<file path="src/rtl/cbd_pkg.sv">
package cbd_pkg;
  localparam int NUM_WIN = 5;

  typedef enum logic [2:0] {
    WIN_RAM   = 3'd0,
    WIN_PICU  = 3'd1,
    WIN_SNDIO = 3'd2,
    WIN_EXP   = 3'd3,
    WIN_ROM   = 3'd4
  } win_e;

  // lower bound of each decode window
  function automatic logic [15:0] win_lo(input int idx);
    case (idx)
      0:       return 16'h0000;
      1:       return 16'h2000;
      2:       return 16'h4000;
      3:       return 16'h5000;
      default: return 16'h8000;
    endcase
  endfunction

  // upper bound (inclusive) of each decode window
  function automatic logic [15:0] win_hi(input int idx);
    case (idx)
      0:       return 16'h07FF;
      1:       return 16'h2007;
      2:       return 16'h4016;
      3:       return 16'h5FFF;
      default: return 16'hFFFF;
    endcase
  endfunction
endpackage

</file>
<file path="src/rtl/cbd_phase_seq.sv">
module cbd_phase_seq #(
  parameter int ADDR_W = 16,
  parameter int DATA_W = 8
) (
  input  logic              clk,
  input  logic              rst_n,
  input  logic [ADDR_W-1:0] core_addr,
  input  logic              core_rw,
  input  logic [DATA_W-1:0] core_wdata,
  output logic              ph2,
  output logic [ADDR_W-1:0] addr_q,
  output logic              rw_q,
  output logic [DATA_W-1:0] wdata_q
);
  logic              ph_d;
  logic              ld_en;
  logic [ADDR_W-1:0] addr_d;
  logic              rw_d;
  logic [DATA_W-1:0] wdata_d;

  // load happens on the edge that ends phase two / starts phase one
  assign ld_en = ph2;

  always_comb begin
    ph_d    = ~ph2;
    addr_d  = addr_q;
    rw_d    = rw_q;
    wdata_d = wdata_q;
    if (ld_en) begin
      addr_d  = core_addr;
      rw_d    = core_rw;
      wdata_d = core_wdata;
    end
  end

  always_ff @(posedge clk or negedge rst_n) begin
    if (!rst_n) begin
      ph2     <= 1'b0;
      addr_q  <= '0;
      rw_q    <= 1'b1;
      wdata_q <= '0;
    end else begin
      ph2     <= ph_d;
      addr_q  <= addr_d;
      rw_q    <= rw_d;
      wdata_q <= wdata_d;
    end
  end
endmodule

</file>
<file path="src/rtl/cbd_addr_decode.sv">
module cbd_addr_decode
  import cbd_pkg::*;
#(
  parameter int ADDR_W = 16
) (
  input  logic [ADDR_W-1:0]  addr,
  output logic [NUM_WIN-1:0] sel,
  output logic               any_sel
);
  for (genvar gi = 0; gi < NUM_WIN; gi++) begin : g_win
    localparam logic [ADDR_W-1:0] LO = ADDR_W'(win_lo(gi));
    localparam logic [ADDR_W-1:0] HI = ADDR_W'(win_hi(gi));
    assign sel[gi] = (addr >= LO) && (addr <= HI);
  end

  assign any_sel = |sel;
endmodule

</file>
<file path="src/rtl/cbd_data_path.sv">
module cbd_data_path #(
  parameter int DATA_W = 8
) (
  input  logic              clk,
  input  logic              rst_n,
  input  logic              ph2,
  input  logic              rw_q,
  input  logic              any_sel,
  input  logic              ram_sel,
  input  logic [DATA_W-1:0] wdata_q,
  input  logic [DATA_W-1:0] dbus_in,
  output logic [DATA_W-1:0] dbus_out,
  output logic              dbus_oe,
  output logic              ram_we_n,
  output logic [DATA_W-1:0] rdata
);
  logic              cap_en;
  logic [DATA_W-1:0] hold_d;

  // core drives pad only in phase two of a write
  assign dbus_oe  = ph2 & ~rw_q;
  assign dbus_out = wdata_q;
  assign ram_we_n = ~(ph2 & ~rw_q & ram_sel);

  // capture at the edge that closes phase two
  assign cap_en = ph2;

  always_comb begin
    hold_d = rdata;
    if (cap_en) begin
      if (!rw_q)        hold_d = wdata_q;
      else if (any_sel) hold_d = dbus_in;
    end
  end

  always_ff @(posedge clk or negedge rst_n) begin
    if (!rst_n) rdata <= '0;
    else        rdata <= hold_d;
  end
endmodule

</file>
<file path="src/rtl/cpu_bus_sequencer.sv">
module cpu_bus_sequencer
  import cbd_pkg::*;
#(
  parameter int ADDR_W = 16,
  parameter int DATA_W = 8
) (
  input  logic              clk,
  input  logic              rst_n,
  input  logic [ADDR_W-1:0] core_addr,
  input  logic              core_rw,
  input  logic [DATA_W-1:0] core_wdata,
  output logic [DATA_W-1:0] core_rdata,
  output logic              phi1_o,
  output logic              phi2_o,
  output logic [ADDR_W-1:0] bus_addr,
  output logic              bus_rw,
  input  logic [DATA_W-1:0] dbus_in,
  output logic [DATA_W-1:0] dbus_out,
  output logic              dbus_oe,
  output logic              ram_we_n,
  output logic              sel_ram,
  output logic              sel_picu,
  output logic              sel_sndio,
  output logic              sel_exp,
  output logic              sel_rom
);
  logic               rst_meta_n;
  logic               rst_int_n;
  logic               ph2;
  logic [DATA_W-1:0]  wdata_q;
  logic [NUM_WIN-1:0] sel;
  logic               any_sel;

  // asynchronous assert, synchronous release
  always_ff @(posedge clk or negedge rst_n) begin
    if (!rst_n) begin
      rst_meta_n <= 1'b0;
      rst_int_n  <= 1'b0;
    end else begin
      rst_meta_n <= 1'b1;
      rst_int_n  <= rst_meta_n;
    end
  end

  cbd_phase_seq #(.ADDR_W(ADDR_W), .DATA_W(DATA_W)) u_seq (
    .clk        (clk),
    .rst_n      (rst_int_n),
    .core_addr  (core_addr),
    .core_rw    (core_rw),
    .core_wdata (core_wdata),
    .ph2        (ph2),
    .addr_q     (bus_addr),
    .rw_q       (bus_rw),
    .wdata_q    (wdata_q)
  );

  cbd_addr_decode #(.ADDR_W(ADDR_W)) u_dec (
    .addr    (bus_addr),
    .sel     (sel),
    .any_sel (any_sel)
  );

  cbd_data_path #(.DATA_W(DATA_W)) u_dp (
    .clk      (clk),
    .rst_n    (rst_int_n),
    .ph2      (ph2),
    .rw_q     (bus_rw),
    .any_sel  (any_sel),
    .ram_sel  (sel[WIN_RAM]),
    .wdata_q  (wdata_q),
    .dbus_in  (dbus_in),
    .dbus_out (dbus_out),
    .dbus_oe  (dbus_oe),
    .ram_we_n (ram_we_n),
    .rdata    (core_rdata)
  );

  assign phi2_o    = ph2;
  assign phi1_o    = ~ph2;
  assign sel_ram   = sel[WIN_RAM];
  assign sel_picu  = sel[WIN_PICU];
  assign sel_sndio = sel[WIN_SNDIO];
  assign sel_exp   = sel[WIN_EXP];
  assign sel_rom   = sel[WIN_ROM];
endmodule

</file>
<file path="config.mk">
export PLATFORM = sky130hd
export DESIGN_NAME = cpu_bus_sequencer
export DESIGN_NICKNAME = d
export VERILOG_FILES = /design/src/rtl/cbd_pkg.sv /design/src/rtl/cbd_phase_seq.sv /design/src/rtl/cbd_addr_decode.sv /design/src/rtl/cbd_data_path.sv /design/src/rtl/cpu_bus_sequencer.sv
export SDC_FILE = /design/constraint.sdc
export NUM_CORES = 1
export LEC_CHECK = 0
export BUFFER_PORTS_ARGS = -buffer_cell sky130_fd_sc_hd__buf_2
export CAP_MARGIN = 25
export CORE_MARGIN = 5
export CORE_UTILIZATION = 40
export CTS_BUF_LIST = sky130_fd_sc_hd__clkbuf_16
export DETAILED_ROUTE_END_ITERATION = 8
export PLACE_DENSITY = 0.71
export SETUP_SLACK_MARGIN = 0.4
export SLEW_MARGIN = 20
export SYNTH_ARGS = -nofsm -noshare
export SYNTH_HDL_FRONTEND = slang
export SYNTH_SLANG_ARGS = --single-unit
export TNS_END_PERCENT = 50
</file>
<file path="constraint.sdc">
create_clock -name clk -period 2.95 [get_ports clk]
set_clock_uncertainty 0.1 [all_clocks]
set_input_delay 0.59 -clock clk [delete_from_list [all_inputs] [get_ports clk]]
set_output_delay 0.59 -clock clk [all_outputs]
set_load 0.05 [all_outputs]
</file>
# After elaboration in Yosys (flattened, before gate mapping)
# Index checks and enable logic that the tools add are counted.
[word_totals]
reg_bits = 36
latchBits = 0
mem_bits_rw = 0
rom_bits = 0
inputBits = 35
output_inout_bits = 42
word_cells = 32
mem_count = 0
[op_classes]
add_sub_neg = 0
n_mul = 0
n_div = 0
order_cmp = 10
eq_ne = 1
shifts = 0
n_mux = 2
n_bitwise = 5
n_reduce_logical = 7
[ops]
columns = ["op", "count"]
rows = [
  ["$ge 16x15->1 const B", 2],
  ["$le 16x15->1 const B", 2],
  ["$ge 16x1->1 const B", 1],
  ["$ge 16x14->1 const B", 1],
  ["$ge 16x16->1 const B", 1],
  ["$le 16x11->1 const B", 1],
  ["$le 16x14->1 const B", 1],
  ["$le 16x16->1 const B", 1],
  ["$mux 8", 2],
  ["$logic_and 1x1->1", 5],
  ["$reduce_or 5->1", 1],
  ["$not 1->1", 3],
  ["$and 1x1->1", 2],
  ["$ne 2x2->1 const B", 1],
  ["$reduce_and 2->1", 1],
]

# Logic depth before layout (Yosys ltp)
[logic_depth]
word_depth = 5
mapped_depth = 5
depth_no_buf = 5

# Cells and area by module
# From an unflattened synthesis, not the netlist that was laid out.
[hier_totals]
hier_cells = 126
hier_area_um2 = 1711.6
[modules_own_cells]
columns = ["mod", "n_inst", "cells_per_inst", "area_each_um2", "seq_area_each_um2"]
rows = [
  ["cbd_phase_seq", 1, 55, 1059.8, 651.9],
  ["cbd_data_path", 1, 48, 466.7, 200.2],
  ["cbd_addr_decode", 1, 19, 127.6, 0.0],
  ["cpu_bus_sequencer", 1, 4, 57.6, 50.0],
]

# Worst setup path before layout
# Ideal clock, no wire load.
[synth_path]
path_type = "flip-flop to output port"
startpoint = "register u_seq.addr_q[12]"
endpoint = "output port ram_we_n"
arrival_ns = 2.790
required_ns = 2.260
path_slack_ns = -0.530
stages_incl_launch_ff = 4
path_buffers = 0
path_cell_list = "dfrtp_1 -> nor3_1 -> nor3b_1 -> nand2_1"
[synth_between]
elab_chain_cells = 4
word_cells_on_any_way = 5
classes_between = "order compare (2); bitwise (2); reduce/logical (1)"
[synth_lines]
columns = ["element", "line", "text"]
rows = [
  ["from (decl)", "cbd_phase_seq.sv:11", "output logic [ADDR_W-1:0] addr_q,"],
  ["from (signal assigned)", "cbd_phase_seq.sv:44", "addr_q <= addr_d;"],
  ["$ge 16x1->1 / $le 16x11->1 (equally long branches)", "cbd_addr_decode.sv:13", "assign sel[gi] = (addr >= LO) && (addr <= HI);"],
  ["$logic_and 1x1->1 (*)", "cbd_addr_decode.sv:13", ""],
  ["named net sel_ram", "cpu_bus_sequencer.sv:21", "output logic sel_ram,"],
  ["$and 1x1->1 (*)", "cbd_data_path.sv:23", "assign ram_we_n = ~(ph2 & ~rw_q & ram_sel);"],
  ["$not 1->1 (*)", "cbd_data_path.sv:23", ""],
  ["to (decl)", "cpu_bus_sequencer.sv:20", "output logic ram_we_n,"],
]
# Mark *: on every way through the listed nets, which the timed path passes. The rest lies on a longest branch.

# Final worst setup path
[layout_path]
startpoint = "register u_seq.addr_q[12]"
endpoint = "output port sel_picu"
[layout_between]
elab_chain_cells = 2
word_cells_on_any_way = 3
classes_between = "order compare (2); reduce/logical (1)"
[layout_lines]
columns = ["element", "line", "text"]
rows = [
  ["$ge 16x14->1 / $le 16x14->1 (equally long branches)", "cbd_addr_decode.sv:13", ""],
  ["$logic_and 1x1->1 (*)", "cbd_addr_decode.sv:13", ""],
  ["to (decl)", "cpu_bus_sequencer.sv:22", "output logic sel_picu,"],
]
# Mark *: on every way between the ends. The rest lies on a longest branch, timed or not.

==> results.toml <==
[status]
run_status = "finished clean"

[die]
floorplan.die.width_um = 72.05
placement_rows = 22
die_span_in_y_um = 72.05
start_util_pct = 41.76
placeableCoreArea_um2 = 3689
floorplan.io_pins = 77
overall_die_area_um2 = 5191

[global_route]
grt_first_pass_wirelength_um = 6134
first_global_vias = 1297
grt_remaining_overflow = 0
antenna_found_initial = 0
gr-usage-all-layers_pct = 15.33
largest_net_degree_at_the_start_of_global_routing = 20

[final_layout]
fraction_of_final_layout_cells_with_drive_strength_greater_than_1_pct = 70.00
layout.core_utilization_pct = 58.68
layout-area-overhead-vs-synth_pct = 40.54
finalInstanceArea_um2 = 2165
nNetsFinal = 224
insertedDiodeCount = 0

[setup_path]
critPathSlowestCell = "sky130_fd_sc_hd__dfrtp_1"
setup.worst_path.end_class = "output port"
worst-setup-path-type = "flip-flop to output port"
worst-path-max-fanout = 6
cp.required_ns = 2.26
crit_buf_inv = 1
crit_arrival_ns = 1.70
timing.critical_path.max_delay_family = "simple AND/OR/NAND/NOR gates"
critical_path.startpoint_type = "flip-flop"
ordered_cell_list_for_the_critical_path = "nor3_1, nand3_2, nor4_4, clkbuf_4"
max_stage_delay_ns = 0.43

[sta]
timing.max_slew.rel_slack_pct = 59.38
worst-slew-pin-transition_ns = 0.6092
timing.final.crit_share_pct = 81.11
rsz0062_at_grt = "false"
layout_min_cycle_time_ns = 2.393
clock.fmax_ghz = 0.4179
postLayoutSetupSlackWorst_ns = 0.5573
finalSetupViolations = 0
fin_worst_hold_slack_ns = 0.1549
final_hold_viol_count = 0
max_transition_viols_final = 0
finalSetupTns_ns = 0

[logic_synthesis]
yosys-top-cells-area = "sky130_fd_sc_hd__dfrtp_1, sky130_fd_sc_hd__mux2_2, sky130_fd_sc_hd__dfstp_2"
synthMostInstantiatedCell = "sky130_fd_sc_hd__mux2_2"
synth-edff-count = 0
cell_area_after_technology_mapping_um2 = 1540
synth.avg_cell_area_um2 = 14.26
seq_area_frac_synth_pct = 58.57
synth_nets = 143
yosys_warnings = 0
synthCells = 108
ys_async_sr_fraction_pct = 100.0
yosys_register_bits = 36
synthFlopType = "sky130_fd_sc_hd__dfrtp_1"
synthDominantCellAreaShare_pct = 56.86
post_synthesis_cell_type_with_the_largest_combined_area = "sky130_fd_sc_hd__dfrtp_1"
netlist-cell-type-count = 26
synth.cells.most_frequent = "sky130_fd_sc_hd__mux2_2, sky130_fd_sc_hd__dfrtp_1, sky130_fd_sc_hd__nand2_1"

[power_and_ir_drop]
netSwitchingPower_w = 0.0003507
static_leakage_nw = 1.018
irDropWorstVdd_v = 0.0004203
power.share.switching_pct = 28.02
p_clk_share_pct = 37.7
combinationalPowerShare_pct = 17.8
p_int_w = 0.0009007
power_frac_seq_pct = 44.5
power_density_cells_nw_per_um2 = 578.1

[place]
place.detailed.hpwl_um = 2863
place.gp.congestion = 0.7855
place_worst_setup_slack_ns = 0.6763
port_buffers = 76
place_area_um2 = 2002

[routing]
detail_route.drc_violations = 0
avgRoutedWirePerCell_um = 15.19
postRouteAntennaNets = 0
initialDrtViolationCount = 56
vias_per_cell = 4.857
1st_pass_router_iterations = 4
vias = 1156
wirelength_um = 3616

[job]
drv.max_cap_violation_count = 0

[clocking]
ctsHtreeMaxLevel = 2
cts-buffers-inserted = 5
cts.repair_timing.setup_buffer_count = 0
cts_max_path_buffers = 2
cts.sink_count = 36
worstSkewPairLatency_ns = 0.27
cts_tree = "built"
worst_setup_hold_path_clk_slew_ns = 0.05
ctsRootBufferMaster = "sky130_fd_sc_hd__clkbuf_16"

[worst_hold_path]
min-delay-path-class = "flip-flop to async pin"
## worst reg2reg max path, cell delays in order (launching register included)
cell and delay (ns):
sky130_fd_sc_hd__dfstp_2 0.69, sky130_fd_sc_hd__inv_1 0.10, sky130_fd_sc_hd__o31a_1 0.34, sky130_fd_sc_hd__a21oi_4 0.30, sky130_fd_sc_hd__mux2_2 0.38
## power by group through the flow
| stage | Combinational [W] | Sequential (W) | Clock [W] |
|---|---|---|---|
| 2_1_floorplan | 0.0000506 | 0.000668 | 0 |
| 3_3_place_gp | 0.000221 | 0.000562 | 0 |
| 3_5_place_dp | 0.000223 | 0.000566 | 0 |
| 4_1_cts | 0.000225 | 0.000557 | 0.000485 |
| 5_1_grt | 0.000234 | 0.000563 | 0.000511 |
| 6_report | 0.000222 | 0.000557 | 0.000472 |
## layout by cell type (no fill, tap or decap), drive strengths merged
| master | n |
|---|---|
| buf | 77 |
| mux2 | 40 |
| dfrtp | 35 |
| clkbuf | 6 |
| nand2 | 4 |
| inv | 4 |
| nor2 | 3 |
| nor4 | 2 |
| a21oi | 2 |
| nor3 | 1 |
| nor3b | 1 |
| nand3 | 1 |
| nand2b | 1 |
| nand4 | 1 |
| nor2b | 1 |
| a211oi | 1 |
| and3b | 1 |
| o21ba | 1 |
| o22ai | 1 |
| or3 | 1 |
| o31a | 1 |
| o21ai | 1 |
| clkinv | 1 |
| dlygate4sd3 | 1 |
| conb | 1 |
| dfstp | 1 |
## per-stage QoR
stage | power (W) | cells
after detailed placement | 0.0007890 | 229
after global placement | 0.0007831 | 229
after global routing | 0.001308 | 238
after CTS | 0.001268 | 238
final | 0.001251 | 238
after floorplan | 0.0007183 | 108
## final cells by class
| cell class | instances | area (um2) |
|---|---|---|
| inverter | 2 | 7.507 |
| timing repair buffer | 79 | 410.4 |
| multi-input combinational | 65 | 648.1 |
| sequential | 36 | 902.1 |
| clock inverter | 3 | 11.26 |
| fill | 319 | 1524 |
| tap | 48 | 60.06 |
| clock buffer | 5 | 125.1 |
## logic make-up after synthesis
kind of cell	count (synthesis)	share of synthesized area (%)
simple gates	17	5.849
compound gates	7	4.224
mux	40	29.24
other cells	1	0.2435
flops	36	58.57
buf+inv	7	1.869
## timing repair
item                                    CTS  global route
endpoints found under the setup margin    2             2
cloned                                    0             0
endpoints found under the hold margin     2             0
hold buffers                              1             0
resized for setup                         1             3
## flip-flops by register name, summed over array words and instances, names as in the netlist
register,count
u_seq.rw_q,1
rst_meta_n,1
u_seq.wdata_q,8
u_seq.addr_q,16
u_seq.ph2,1
rst_int_n,1
u_dp.rdata,8
## path summary, 6_finish.rpt
path	startpoint	to	slack [ns]	depth (start not counted)
worst min-delay path	rst_int_n$_DFF_PN0_	u_dp.rdata[5]$_DFFE_PN0P_	0.15	0
max in group asynchronous	rst_int_n$_DFF_PN0_	u_seq.rw_q$_DFFE_PN1P_	1.86	1
worst min register to register	rst_int_n$_DFF_PN0_	u_dp.rdata[5]$_DFFE_PN0P_	0.15	0
min in group clk	rst_meta_n$_DFF_PN0_	rst_int_n$_DFF_PN0_	0.25	0
worst max register to register	u_seq.rw_q$_DFFE_PN1P_	u_dp.rdata[4]$_DFFE_PN0P_	0.92	4
worst max-delay path	u_seq.addr_q[12]$_DFFE_PN0P_	sel_picu	0.56	4
## layer usage
layer | global-route usage, % | vias to the layer above | wire length [um]
met1 | 17.50 | 573 | 1365
met5 | 0 | - | 0
met2 | 27.55 | 31 | 2005
li1 | - | 548 | -
met3 | 4.155 | 4 | 212
met4 | 5.219 | 0 | 32
Power figures use the tool's default switching activity.
